[src/rtl/wa_pkg.sv]
// Package: shared types and sizing helpers for the word aligner.
// Assumes: word width and maximum pattern length are at least 1.
package wa_pkg;

    typedef enum logic {
        WA_MODE_MANUAL = 1'b0,
        WA_MODE_SLIP   = 1'b1
    } wa_mode_e;

    // Number of parallel words the search window must hold so that every
    // offset 0..w-1 can see a full pattern and a full output word.
    function automatic int wa_window_words(input int w, input int pmax);
        int need;
        int words;
        need  = (w - 1 + pmax + w - 1) / w;
        words = (need < 2) ? 2 : need;
        return words;
    endfunction

endpackage

[src/rtl/wa_req_edge.sv]
// Module: rising-edge detector for the alignment / slip request.
// Assumes: req_i is synchronous to clk.
module wa_req_edge (
    input  logic clk,
    input  logic rst_n,
    input  logic req_i,
    output logic rise_o,
    output logic req_q_o
);

    logic req_q;

    // Remember last cycle's request level.
    always_ff @(posedge clk) begin
        if (!rst_n) req_q <= 1'b0;
        else        req_q <= req_i;
    end

    assign rise_o  = req_i & ~req_q;
    assign req_q_o = req_q;

endmodule

[src/rtl/wa_pattern_search.sv]
// Module: compares the masked pattern at every offset of the window and
// reports the lowest hit plus whether the current offset hits.
// Assumes: WIN >= W - 1 + PMAX; pat_len_i in 1..PMAX.
module wa_pattern_search #(
    parameter int W    = 20,
    parameter int PMAX = 20,
    parameter int WIN  = 40,
    parameter int LW   = 5,
    parameter int OW   = 5
) (
    input  logic [WIN-1:0]  win_i,
    input  logic [PMAX-1:0] pattern_i,
    input  logic [LW-1:0]   pat_len_i,
    input  logic [OW-1:0]   cur_off_i,
    output logic            hit_any_o,
    output logic [OW-1:0]   hit_off_o,
    output logic            hit_cur_o
);

    logic [PMAX-1:0] care;
    logic [W-1:0]    match;

    // Bits below the selected length take part in the compare.
    for (genvar b = 0; b < PMAX; b++) begin : g_care
        assign care[b] = (32'(pat_len_i) > b);
    end

    // One masked comparator per candidate offset.
    for (genvar o = 0; o < W; o++) begin : g_cmp
        assign match[o] = ~|((win_i[o +: PMAX] ^ pattern_i) & care);
    end

    // Lowest matching offset has priority.
    always_comb begin
        hit_off_o = '0;
        for (int i = W - 1; i >= 0; i--) begin
            if (match[i]) hit_off_o = OW'(i);
        end
    end

    assign hit_any_o = |match;
    assign hit_cur_o = (32'(cur_off_i) < W) ? match[cur_off_i] : 1'b0;

endmodule

[src/rtl/wa_boundary_ctl.sv]
// Module: owns the boundary offset, the pending-search flag and sync.
// Manual mode locks on a search hit; slip mode steps the offset.
// Assumes: hit inputs are valid in the same cycle as rise_i.
module wa_boundary_ctl #(
    parameter int W          = 20,
    parameter int OW         = 5,
    parameter bit AUTO_ALIGN = 1'b1
) (
    input  logic          clk,
    input  logic          rst_n,
    input  logic          slip_mode_i,
    input  logic          rise_i,
    input  logic          hit_any_i,
    input  logic [OW-1:0] hit_off_i,
    output logic [OW-1:0] off_o,
    output logic [OW-1:0] sel_off_o,
    output logic          active_o,
    output logic          lock_o,
    output logic          sync_o,
    output logic          searching_o
);

    localparam logic [OW-1:0] LAST_OFF = OW'(W - 1);

    logic [OW-1:0] off_q;
    logic          search_q;
    logic          sync_q;

    // A search runs when one is pending or a new request arrives.
    always_comb begin
        active_o  = ~slip_mode_i & (search_q | rise_i);
        lock_o    = active_o & hit_any_i;
        sel_off_o = lock_o ? hit_off_i : off_q;
    end

    // Offset, pending search and sync state update.
    always_ff @(posedge clk) begin
        if (!rst_n) begin
            off_q    <= '0;
            search_q <= AUTO_ALIGN;
            sync_q   <= 1'b0;
        end else if (slip_mode_i) begin
            search_q <= 1'b0;
            sync_q   <= 1'b0;
            if (rise_i) off_q <= (off_q == LAST_OFF) ? '0 : off_q + 1'b1;
        end else if (active_o) begin
            if (hit_any_i) begin
                off_q    <= hit_off_i;
                search_q <= 1'b0;
                sync_q   <= 1'b1;
            end else begin
                search_q <= 1'b1;
                sync_q   <= 1'b0;
            end
        end
    end

    assign off_o       = off_q;
    assign sync_o      = sync_q;
    assign searching_o = search_q;

endmodule

[src/rtl/wa_word_aligner.sv]
// Module: top of the receive word aligner. Keeps word history, builds the
// search window, and registers the aligned word and detect flag.
// Assumes: din_i bit 0 is the earliest received bit of each word.
module wa_word_aligner #(
    parameter int W          = 20,
    parameter int PMAX       = 20,
    parameter bit AUTO_ALIGN = 1'b1,
    localparam int LW        = $clog2(PMAX + 1),
    localparam int OW        = (W > 1) ? $clog2(W) : 1
) (
    input  logic            clk,
    input  logic            rst_n,
    input  logic            mode_i,
    input  logic            req_i,
    input  logic [PMAX-1:0] pattern_i,
    input  logic [LW-1:0]   pat_len_i,
    input  logic [W-1:0]    din_i,
    output logic [W-1:0]    dout_o,
    output logic            pdet_o,
    output logic            sync_o
);

    import wa_pkg::*;

    localparam int NWIN = wa_window_words(W, PMAX);
    localparam int WIN  = NWIN * W;

    logic [W-1:0]   hist_q [NWIN-1];
    logic [WIN-1:0] win;
    logic           slip_mode;
    logic           rise;
    logic           req_q;
    logic           hit_any;
    logic [OW-1:0]  hit_off;
    logic           hit_cur;
    logic [OW-1:0]  off_q;
    logic [OW-1:0]  sel_off;
    logic           active;
    logic           lock;
    logic           searching;

    assign slip_mode = (wa_mode_e'(mode_i) == WA_MODE_SLIP);

    // Window: oldest word in the low bits, current input on top.
    assign win[(NWIN-1)*W +: W] = din_i;
    for (genvar i = 0; i < NWIN - 1; i++) begin : g_hist
        logic [W-1:0] nxt;
        if (i == NWIN - 2) begin : g_top
            assign nxt = din_i;
        end else begin : g_mid
            assign nxt = hist_q[i+1];
        end
        assign win[i*W +: W] = hist_q[i];

        // Shift one word of history per cycle.
        always_ff @(posedge clk) begin
            if (!rst_n) hist_q[i] <= '0;
            else        hist_q[i] <= nxt;
        end
    end

    wa_req_edge u_edge (
        .clk     (clk),
        .rst_n   (rst_n),
        .req_i   (req_i),
        .rise_o  (rise),
        .req_q_o (req_q)
    );

    wa_pattern_search #(
        .W(W), .PMAX(PMAX), .WIN(WIN), .LW(LW), .OW(OW)
    ) u_search (
        .win_i     (win),
        .pattern_i (pattern_i),
        .pat_len_i (pat_len_i),
        .cur_off_i (off_q),
        .hit_any_o (hit_any),
        .hit_off_o (hit_off),
        .hit_cur_o (hit_cur)
    );

    wa_boundary_ctl #(
        .W(W), .OW(OW), .AUTO_ALIGN(AUTO_ALIGN)
    ) u_ctl (
        .clk         (clk),
        .rst_n       (rst_n),
        .slip_mode_i (slip_mode),
        .rise_i      (rise),
        .hit_any_i   (hit_any),
        .hit_off_i   (hit_off),
        .off_o       (off_q),
        .sel_off_o   (sel_off),
        .active_o    (active),
        .lock_o      (lock),
        .sync_o      (sync_o),
        .searching_o (searching)
    );

    // Register the aligned slice and the detect flag.
    always_ff @(posedge clk) begin
        if (!rst_n) begin
            dout_o <= '0;
            pdet_o <= 1'b0;
        end else begin
            dout_o <= win[sel_off +: W];
            pdet_o <= lock | (~active & hit_cur);
        end
    end

endmodule

[config.mk]
export PLATFORM = sky130hd
export DESIGN_NAME = wa_word_aligner
export DESIGN_NICKNAME = d
export VERILOG_FILES = /design/src/rtl/wa_pkg.sv /design/src/rtl/wa_req_edge.sv /design/src/rtl/wa_pattern_search.sv /design/src/rtl/wa_boundary_ctl.sv /design/src/rtl/wa_word_aligner.sv
export SDC_FILE = /design/constraint.sdc
export NUM_CORES = 1
export LEC_CHECK = 0
export BUFFER_PORTS_ARGS = -buffer_cell sky130_fd_sc_hd__buf_2
export CAP_MARGIN = 5
export CORE_MARGIN = 2
export CORE_UTILIZATION = 55
export CTS_CLUSTER_SIZE = 40
export DETAILED_ROUTE_END_ITERATION = 7
export PLACE_DENSITY = 0.73
export SYNTH_ARGS = -nofsm -noshare
export SYNTH_HDL_FRONTEND = slang
export SYNTH_HIERARCHICAL = 1
export SYNTH_SLANG_ARGS = --single-unit
export TNS_END_PERCENT = 100
[constraint.sdc]
create_clock -name clk -period 5.5 [get_ports clk]
set_input_delay 0 -clock clk [delete_from_list [all_inputs] [get_ports clk]]
set_output_delay 0 -clock clk [all_outputs]
set_load 0.005 [all_outputs]
==> results of run 1 <==
layout by cell type (no fill, tap or decap), types with 4 or more instances in the layout:
cell type,count
sky130_fd_sc_hd__nand4_1,5
sky130_fd_sc_hd__a21boi_0,5
sky130_fd_sc_hd__a221oi_1,21
sky130_fd_sc_hd__o21ai_0,54
sky130_fd_sc_hd__a211oi_1,10
sky130_fd_sc_hd__and2_1,25
sky130_fd_sc_hd__nor3b_1,4
sky130_fd_sc_hd__a2111oi_0,5
sky130_fd_sc_hd__mux4_2,48
sky130_fd_sc_hd__nor2b_1,15
sky130_fd_sc_hd__nor2_1,28
sky130_fd_sc_hd__o211ai_1,16
sky130_fd_sc_hd__a222oi_1,24
sky130_fd_sc_hd__nor3_1,8
sky130_fd_sc_hd__nand2b_1,8
sky130_fd_sc_hd__nor4_1,6
sky130_fd_sc_hd__nand3_1,14
sky130_fd_sc_hd__nand2_1,39
sky130_fd_sc_hd__mux2_2,22
sky130_fd_sc_hd__xnor2_1,197
sky130_fd_sc_hd__buf_4,78
sky130_fd_sc_hd__clkbuf_16,5
sky130_fd_sc_hd__mux2i_1,40
sky130_fd_sc_hd__a22oi_1,23
sky130_fd_sc_hd__a21oi_1,20
sky130_fd_sc_hd__or2_2,8
sky130_fd_sc_hd__and3_1,7
sky130_fd_sc_hd__inv_1,10
sky130_fd_sc_hd__o221ai_1,27
sky130_fd_sc_hd__xor2_1,203
sky130_fd_sc_hd__buf_2,70
sky130_fd_sc_hd__o22ai_1,58
sky130_fd_sc_hd__o21a_1,6
sky130_fd_sc_hd__o2111ai_1,5
sky130_fd_sc_hd__o32ai_1,6
sky130_fd_sc_hd__dfxtp_1,49
stage by stage:
step / std cells / power, mW / hold slack (ps) / setup slack, ps
CTS: 1515 / 1.82 / 63.8 / 651
floorplan: 1252 / 1.17 / 71.1 / 983
detailed placement: 1506 / 1.46 / 229 / 676
global route: 1515 / 1.94 / 72.4 / 321
finish: 1515 / 1.87 / 74.7 / 359
global placement: 1506 / 1.45 / 226 / 680
registers in the layout (all words and copies together) (netlist names):
register,count
u_ctl/off_o,5
u_ctl/sync_o,1
u_edge/req_q_o,1
hist_q,20
u_ctl/searching_o,1
dout_o,20
pdet_o,1
layer usage:
| metal | global-route usage (%) | wire length [µm] |
|---|---|---|
| met5 | 0 | 0 |
| met3 | 16.1 | 7530 |
| met4 | 23.4 | 3250 |
| met2 | 61.2 | 18100 |
| met1 | 58.0 | 16400 |
power by group through the flow:
| stage | Clock, mW | Sequential, mW | Combinational (mW) |
|---|---|---|---|
| floorplan | 0 | 0.410 | 0.756 |
| global placement | 0 | 0.440 | 1.01 |
| detailed placement | 0 | 0.440 | 1.02 |
| CTS | 0.364 | 0.433 | 1.03 |
| global route | 0.380 | 0.437 | 1.12 |
| finish | 0.363 | 0.436 | 1.08 |
final timing paths:
kind	end	slack, ps
setup / recovery	dout_o[7]	360
hold / removal	u_ctl/sync_o	70
setup reg to reg	dout_o[7]	360
hold reg to reg	u_ctl/sync_o	540
cell type report:
cell class / instances / share of cell area (%)
clock buffers: 5 / 1.10
inverters: 11 / 0.362
multi-input cells: 1036 / 78.0
clock inverters: 3 / 0.406
flip-flops and latches: 49 / 8.61
repair buffers: 151 / 8.65
well taps: 260 / 2.85
logic make-up after synthesis:
family                   after synthesis  share of synthesized area (%)
XOR/XNOR                             400                           32.8
flip-flops                            49                           9.19
AO/OA/AOI/OAI                        331                           23.6
multiplexers                         113                           16.7
adder cells (fa/ha/maj)                1                          0.117
buffers and inverters                167                           7.52
AND/OR/NAND/NOR                      191                           10.1
worst reg2reg max path, stage by stage (launching register included):
cell	delay [ps]
sky130_fd_sc_hd__dfxtp_1	1130
sky130_fd_sc_hd__xor2_1	200
sky130_fd_sc_hd__a222oi_1	430
sky130_fd_sc_hd__o211ai_1	220
sky130_fd_sc_hd__a2111oi_1	590
sky130_fd_sc_hd__a21oi_1	230
sky130_fd_sc_hd__and3_1	260
sky130_fd_sc_hd__nand3_1	140
sky130_fd_sc_hd__nand2_2	100
sky130_fd_sc_hd__mux2_4	380
sky130_fd_sc_hd__buf_4	190
sky130_fd_sc_hd__mux4_2	440
sky130_fd_sc_hd__mux2_2	340
sky130_fd_sc_hd__mux2i_1	220
sky130_fd_sc_hd__o22ai_1	130
==> results by stage, run 1 <==
Worst setup path:
- Traced cell by cell, the critical path runs through xor2_1, a222oi_1, o211ai_1, a2111oi_1, a21oi_1, and3_1, nand3_1, nand2_2, mux2_4, buf_4, mux4_2, mux2_2, mux2i_1, o22ai_1.
- The worst stage delay on the critical path is about 1100 ps.
- The buffers plus inverters on the worst setup path is 1.
- The critical path's slowest cell is sky130_fd_sc_hd__dfxtp_1.
- In this design, the largest share of critical-path delay is due to compound AO/OA/AOI/OAI gates.
- The endpoint arrival time on the critical path is 5300 ps.
- The cell depth of the worst setup path is 14.
- In this run the worst path has a maximum fanout of 13.
- For the worst setup path, the data required time is 5660 ps.
- Counting cells, the worst reg-to-reg path comes to 14.
- The startpoint identified for the worst register-to-register timing path is hist_q[0][9].
- STA classifies the critical path startpoint as a flop.
- The worst setup path category is flop to flop.
- The worst setup path is captured at a flop.
- The critical path startpoint is hist_q[0][9].

Synthesis:
- Of all cell types, the one taking the most synthesized area is sky130_fd_sc_hd__xor2_1.
- The unique cell type count in the Yosys netlist is 93.
- The primary flip-flop cell chosen by synthesis mapping is sky130_fd_sc_hd__dfxtp_1.
- Synthesis produced a netlist with a net count of 1302.
- The area of the mapped netlist is between 10000 and 15000 µm².
- By instance count, the leading cell after synthesis is sky130_fd_sc_hd__xor2_1.
- The top cell type by area accounts for 16.7% of the synthesized area.
- Synthesis produced 1252 cells.
- The number of enable-type register cells in the synthesized netlist is 0.
- After synthesis, the most frequently instantiated cells are sky130_fd_sc_hd__xor2_1, sky130_fd_sc_hd__xnor2_1, sky130_fd_sc_hd__o22ai_1.
- Each instance of the synthesized netlist takes up on average between 8 and 9 µm².
- The share of the Yosys chip area taken by registers is a little under a tenth.
- After synthesis, the share of flip-flops with an asynchronous set or reset is 0%.
- The flop and latch count out of synthesis is a little under 50.
- For this run, the number of Yosys warnings is 6.
- In the post-synthesis netlist, the biggest area contributors are sky130_fd_sc_hd__xor2_1, sky130_fd_sc_hd__xnor2_1, sky130_fd_sc_hd__mux4_2.

Pwr:
- Cell internal power was estimated by the tool at 1.05 mW.
- Combinational logic is responsible for 57.3% of the overall power.
- Of the total power, the share spent switching nets is between 40% and 50%.
- Power spread over the standard cell area amounts to 165 nW/µm².
- The worst-case IR drop observed on VDD is between 0.15 and 0.2 mV.
- In this run, flip-flops and latches consume about a quarter of the power.
- Summed over all cells, the static leakage comes to approximately 4 nW.
- The clock share of power is 19.4%.
- In this run the power spent charging and discharging nets is 822 µW.

Outcome:
- The flow ran to the end, but the final reports show violations.
- The final reports fail on design-rule violations.

Cells and area:
- The antenna cell count is 0.
- The number of nets in the layout is about 1300.
- The post-route netlist has 20.6% of its cells at a drive strength greater than 1.
- The count of fill cells added during filler insertion is roughly 1700.
- Once layout is done, the placed cells without fillers occupy 11400 µm².
- Once layout is complete, the utilization of the core stands at 60.3%.
- The multi-input combinational cells in the finished layout cover a total of 8890 µm².
- The area occupied by registers is 981 µm².
- The synthesis-to-finish area growth is 6.80%.

Worst hold path:
- The path class of the lowest-slack min-delay path is primary input to flop.
- The launch point of the worst hold path is mode_i.
- The worst hold path was traced through 2 stages.

Timing:
- Setup repair after global routing left no endpoint under its margin.
- The highest clock rate is 195 MHz.
- The worst path needs 5140 ps of the cycle, external delays included.
- The total negative slack is 0 ps.
- Of the available clock period, the critical path in the final layout requires 93.5%.
- Headroom to the max-slew limit came out at 18.0%.
- Setup violations remaining at the end of the flow were counted as 0.
- The max-slew violation count is 0.
- The transition time of the tightest slew-check pin is 1230 ps.
- The clock arrives with 6.78 ps of skew.
- The number of hold violations in the final report is 0.

Global route:
- The via count of the first global-routing pass is 10600.
- After global routing the overflow that remains totals 0.
- The total global routing track utilization is 43.7%.
- The first global-routing pass estimated 67.0 mm of wire.
- Entering global routing, the biggest net connects 41 pins.
- The initial antenna violation count is 0.

Clocking:
- The CTS clock-pin slew for the worst setup and hold paths is 70 ps.
- The number of levels in the clock H-tree is 2.
- The maximum number of buffers from clock root to sink is 2.
- The number of hold buffers added after CTS is 1.
- The post-CTS setup repair buffer count is 0.
- In this run, post-CTS repair resized a total of 0 instances.
- The sink count of the clock tree is slightly below 50.
- The tree is rooted in a sky130_fd_sc_hd__clkbuf_16.
- The total clock buffers created by CTS is 5.
- The later pin in the worst-skew pair is clocked with a latency of around 300 ps.
- The clock tree from TritonCTS is built.

Detailed routing:
- The DRC violation count after routing is 19.
- After detailed routing, the total wire length is roughly 45 mm.
- After detailed routing, the average wire length per cell comes to 29.9 µm.
- The violation count after the first detailed-routing iteration is between 2000 and 2500.
- The detailed-routing iteration count for the pre-antenna-repair pass is 8.
- The remaining number of nets flagged by the antenna check after routing is 0.
- After detailed routing, the number of vias per cell comes to 7.44.
- The total number of vias is 11300.

Floorplan:
- The floorplan has 50 rows.
- The overall die width is 143 µm.
- The initial utilization of the core area, before any placement, comes to 56.5%.
- The area of the placeable core is 18900 µm².
- The floorplan die area is 20500 µm².
- 71 I/O pins were placed.
- The height of the die is 143 µm.

Place:
- The instance area at placement is 11200 µm².
- Routability-driven placement finished with a final weighted congestion of 1.04.
- The HPWL after detailed placement is between 30 and 40 mm.
- In this run the tool buffered the top-level ports with 70 buffer cells.

Run:
- Max-cap violations in this run came to 0.
No activity file was read; power rests on OpenSTA's default activity.
==> run 2: changes to the inputs <==
--- a/config.mk
+++ b/config.mk
@@ -7,7 +7,6 @@
 export LEC_CHECK = 0
 export BUFFER_PORTS_ARGS = -buffer_cell sky130_fd_sc_hd__buf_2
 export CAP_MARGIN = 5
-export CORE_MARGIN = 2
 export CORE_UTILIZATION = 55
 export CTS_CLUSTER_SIZE = 40
 export DETAILED_ROUTE_END_ITERATION = 7
==> constraint.sdc (replaced) <==
create_clock -name clk -period 4.8 [get_ports clk]
set_input_delay 0 -clock clk [delete_from_list [all_inputs] [get_ports clk]]
set_output_delay 0 -clock clk [all_outputs]
set_load 0.005 [all_outputs]
==> results by stage, run 2 (synthesized netlist as in run 1, its figures left out) <==
Place:
- The HPWL after detailed placement came to 33.3 mm (+10%).
- The final estimated routing congestion in global placement is 1.10 (+6.6%).
- The count of buffers inserted at the top-level ports is 70 (unchanged).

Detailed routing:
- The average wire per standard cell is 28.9 µm (-3.4%).
- The violation count after the first detailed-routing iteration is 2003 (-8.2%).
- The total number of vias is 11600 (+2.6%).
- The remaining number of nets flagged by the antenna check after routing was 0 (unchanged).
- The detailed-route wire length was 46.3 mm (+2.2%).
- The detailed-routing iteration count for the pre-antenna-repair pass came to 8 (unchanged).
- The ratio of routed vias to standard cells was 7.22 (-3.1%).
- The DRC violation count after routing is 6 (-13).

Timing:
- The transition time of the tightest slew-check pin is 734 ps (-494 ps).
- The number of hold violations in the final report is 0 (unchanged).
- The total negative slack is 0 ps (unchanged).
- The worst setup skew after layout came to 7.54 ps (+0.762 ps).
- The max-slew violation count is 0 (unchanged).
- Setup repair after global routing left no endpoint under its margin.
- The final setup violation count is 0 (unchanged).
- The share of the clock period used by the worst path after layout was 98.4% (+4.9 points).
- The relative slew slack is 51.1% (+33 points).
- The minimum period implied by the final worst setup slack came to 4720 ps (-418 ps).
- The highest clock rate was 212 MHz (+8.8%).

Clocking:
- The total clock buffers created by CTS is 5 (unchanged).
- The clock tree from TritonCTS is built.
- The root buffer cell chosen for the clock tree is sky130_fd_sc_hd__clkbuf_16.
- The number of levels in the clock H-tree is 2 (unchanged).
- The maximum number of buffers from clock root to sink came to 2 (unchanged).
- The latest clock arrival within the worst-skew pair is 300 ps (about the same).
- The CTS clock-pin slew for the worst setup and hold paths was 70 ps (about the same).
- The sink count of the clock tree is 49 (unchanged).

Outcome:
- The final reports fail on design-rule violations.
- The run finished, with violations left.

Global route:
- The wire length of the first global-routing pass is 69.2 mm (+3.3%).
- The total global routing track utilization is 46.3% (+2.7 points).
- The global route total overflow is 0 (unchanged).
- The via count of the first global-routing pass is 10900 (+3.2%).
- The pin count of the biggest net entering global routing was 41 (unchanged).
- The initial antenna violation count was 0 (unchanged).

Cells and area:
- The antenna cell count came to 0 (unchanged).
- The share of cells above drive strength 1 is 26.7% (+6.0 points).
- The area growth from synthesis to layout is 13.9%.
- The library cell used most frequently in the layout, excluding fill and tap cells, is sky130_fd_sc_hd__xor2_1.
- The top cell types in the final layout, fill and taps aside, are sky130_fd_sc_hd__xor2_1, sky130_fd_sc_hd__xnor2_1, sky130_fd_sc_hd__buf_4, sky130_fd_sc_hd__buf_2, sky130_fd_sc_hd__o22ai_1.
- The count of fill cells added during filler insertion is 1650 (-3.3%).
- The number of nets in the layout is 1394 (+6.9%).

Worst setup path:
- The required time reported for the critical path endpoint came to 4960 ps (-700 ps).
- The endpoint arrival time on the critical path is 4890 ps (-410 ps).
- The worst setup path is captured at a flop.
- The maximum net fanout on the critical path is 10 (-3).
- The worst setup path is launched from a flop.
- The worst setup path category is flop to flop.

Floorplan:
- The area of the placeable core was 18800 µm² (-0.33%).
- The floorplan die area came to 20000 µm² (-2.8%).
- The height of the die came to 141 µm (-1.4%).
- The count of pins on the block boundary is 71 (unchanged).
- The starting density of the core is 56.7% (+0.19 points).
- The overall die width came to 141 µm (-1.4%).
- The total number of placement rows was 50 (unchanged).

Pwr:
- The overall power is 2.14 mW (+14%).
- The ratio of total power to cell area is 176 nW/µm² (+7.3%).
- The standby leakage power is 4.51 nW (+11%).
- The largest voltage drop on the vdd net is 0.173 mV (+10%).

Worst hold path:
- The path class of the lowest-slack min-delay path is primary input to flop.

Run:
- The number of max-capacitance violations reported is 0 (unchanged).
-- run 2: cell types whose count changed in the layout (fill, tap and decap cells not counted), moves of 2 or more --
cell / change
sky130_fd_sc_hd__buf_4: +83
sky130_fd_sc_hd__buf_12: +7
sky130_fd_sc_hd__dfxtp_1: -6
sky130_fd_sc_hd__dfxtp_2: +6
sky130_fd_sc_hd__a2111oi_2: +3
sky130_fd_sc_hd__a2111oi_0: -2
-- run 2: where the power goes --
group	total [mW]	internal (mW)	switching (mW)	leakage, nW
sequential	0.484	0.440	0.0447	0.407
clock	0.339	0.187	0.152	0.0655
combinational	1.32	0.572	0.749	4.04
-- run 2: repair_timing --
item                                   4_1_cts  5_1_grt
setup endpoints to repair                    3       20
hold buffers                                 1        0
setup buffers                                0        0
endpoints found under the hold margin        1        0
gates resized for setup                      1       12
-- run 2: through the flow --
| stage | hold WS, ps | cells | cell area (µm²) | util [%] | setup WS [ps] |
|---|---|---|---|---|---|
| after floorplan | 71.1 | 1252 | 10700 | - | 283 |
| after global routing | 39.7 | 1603 | 12200 | 64.5 | 14.8 |
| after global placement | 223 | 1596 | 12000 | 63.6 | -281 |
| final | 41.3 | 1603 | 12200 | 64.5 | 76.7 |
| after CTS | 35.0 | 1603 | 12100 | 64.4 | 24.0 |
| after detailed placement | 224 | 1596 | 12000 | 63.6 | -273 |
-- run 2: worst max-delay path, cell delays in order (launching register included) --
cell                        delay [ps]
sky130_fd_sc_hd__dfxtp_1           550
sky130_fd_sc_hd__xor2_1            120
sky130_fd_sc_hd__a222oi_1          370
sky130_fd_sc_hd__o211ai_1          200
sky130_fd_sc_hd__a2111oi_2         610
sky130_fd_sc_hd__buf_4             220
sky130_fd_sc_hd__nand3_1           120
sky130_fd_sc_hd__a211oi_1          280
sky130_fd_sc_hd__a211oi_1          100
sky130_fd_sc_hd__o21a_1            220
sky130_fd_sc_hd__mux2_4            380
sky130_fd_sc_hd__buf_4             180
sky130_fd_sc_hd__mux4_2            430
sky130_fd_sc_hd__mux2_2            320
sky130_fd_sc_hd__mux2i_1           320
sky130_fd_sc_hd__o22ai_1           160
-- run 2: final cells by class --
class                   count  area [µm²]  share of cell area (%)
clock buffers               5         125                    1.03
clock inverters             1        5.00                  0.0412
inverters                  11        41.3                   0.340
multi-input cells        1036        8920                    73.4
flip-flops and latches     49         988                    8.14
well taps                 260         325                    2.68
repair buffers            241        1750                    14.4
-- run 2: routing by layer --
layer  part of all wire [%]  vias to the layer above  wire length (µm)  track usage [%]
met5                      0                        -                 0                0
met4                    6.0                        0              2790             23.7
met3                     16                      213              7380             14.2
met2                     41                     1091             18900             66.5
met1                     37                     5464             17300             62.3
li1                       -                     4800                 -                -
-- run 2: final timing paths --
path / startpoint / endpoint / slack (ps) / cells past startpoint
max: hist_q[0][14] / dout_o[7] / 80 / 15
min: din_i[15] / hist_q[0][15] / 40 / 2
min reg2reg: u_ctl/sync_o / u_ctl/sync_o / 540 / 2
max reg2reg: hist_q[0][14] / dout_o[7] / 80 / 15
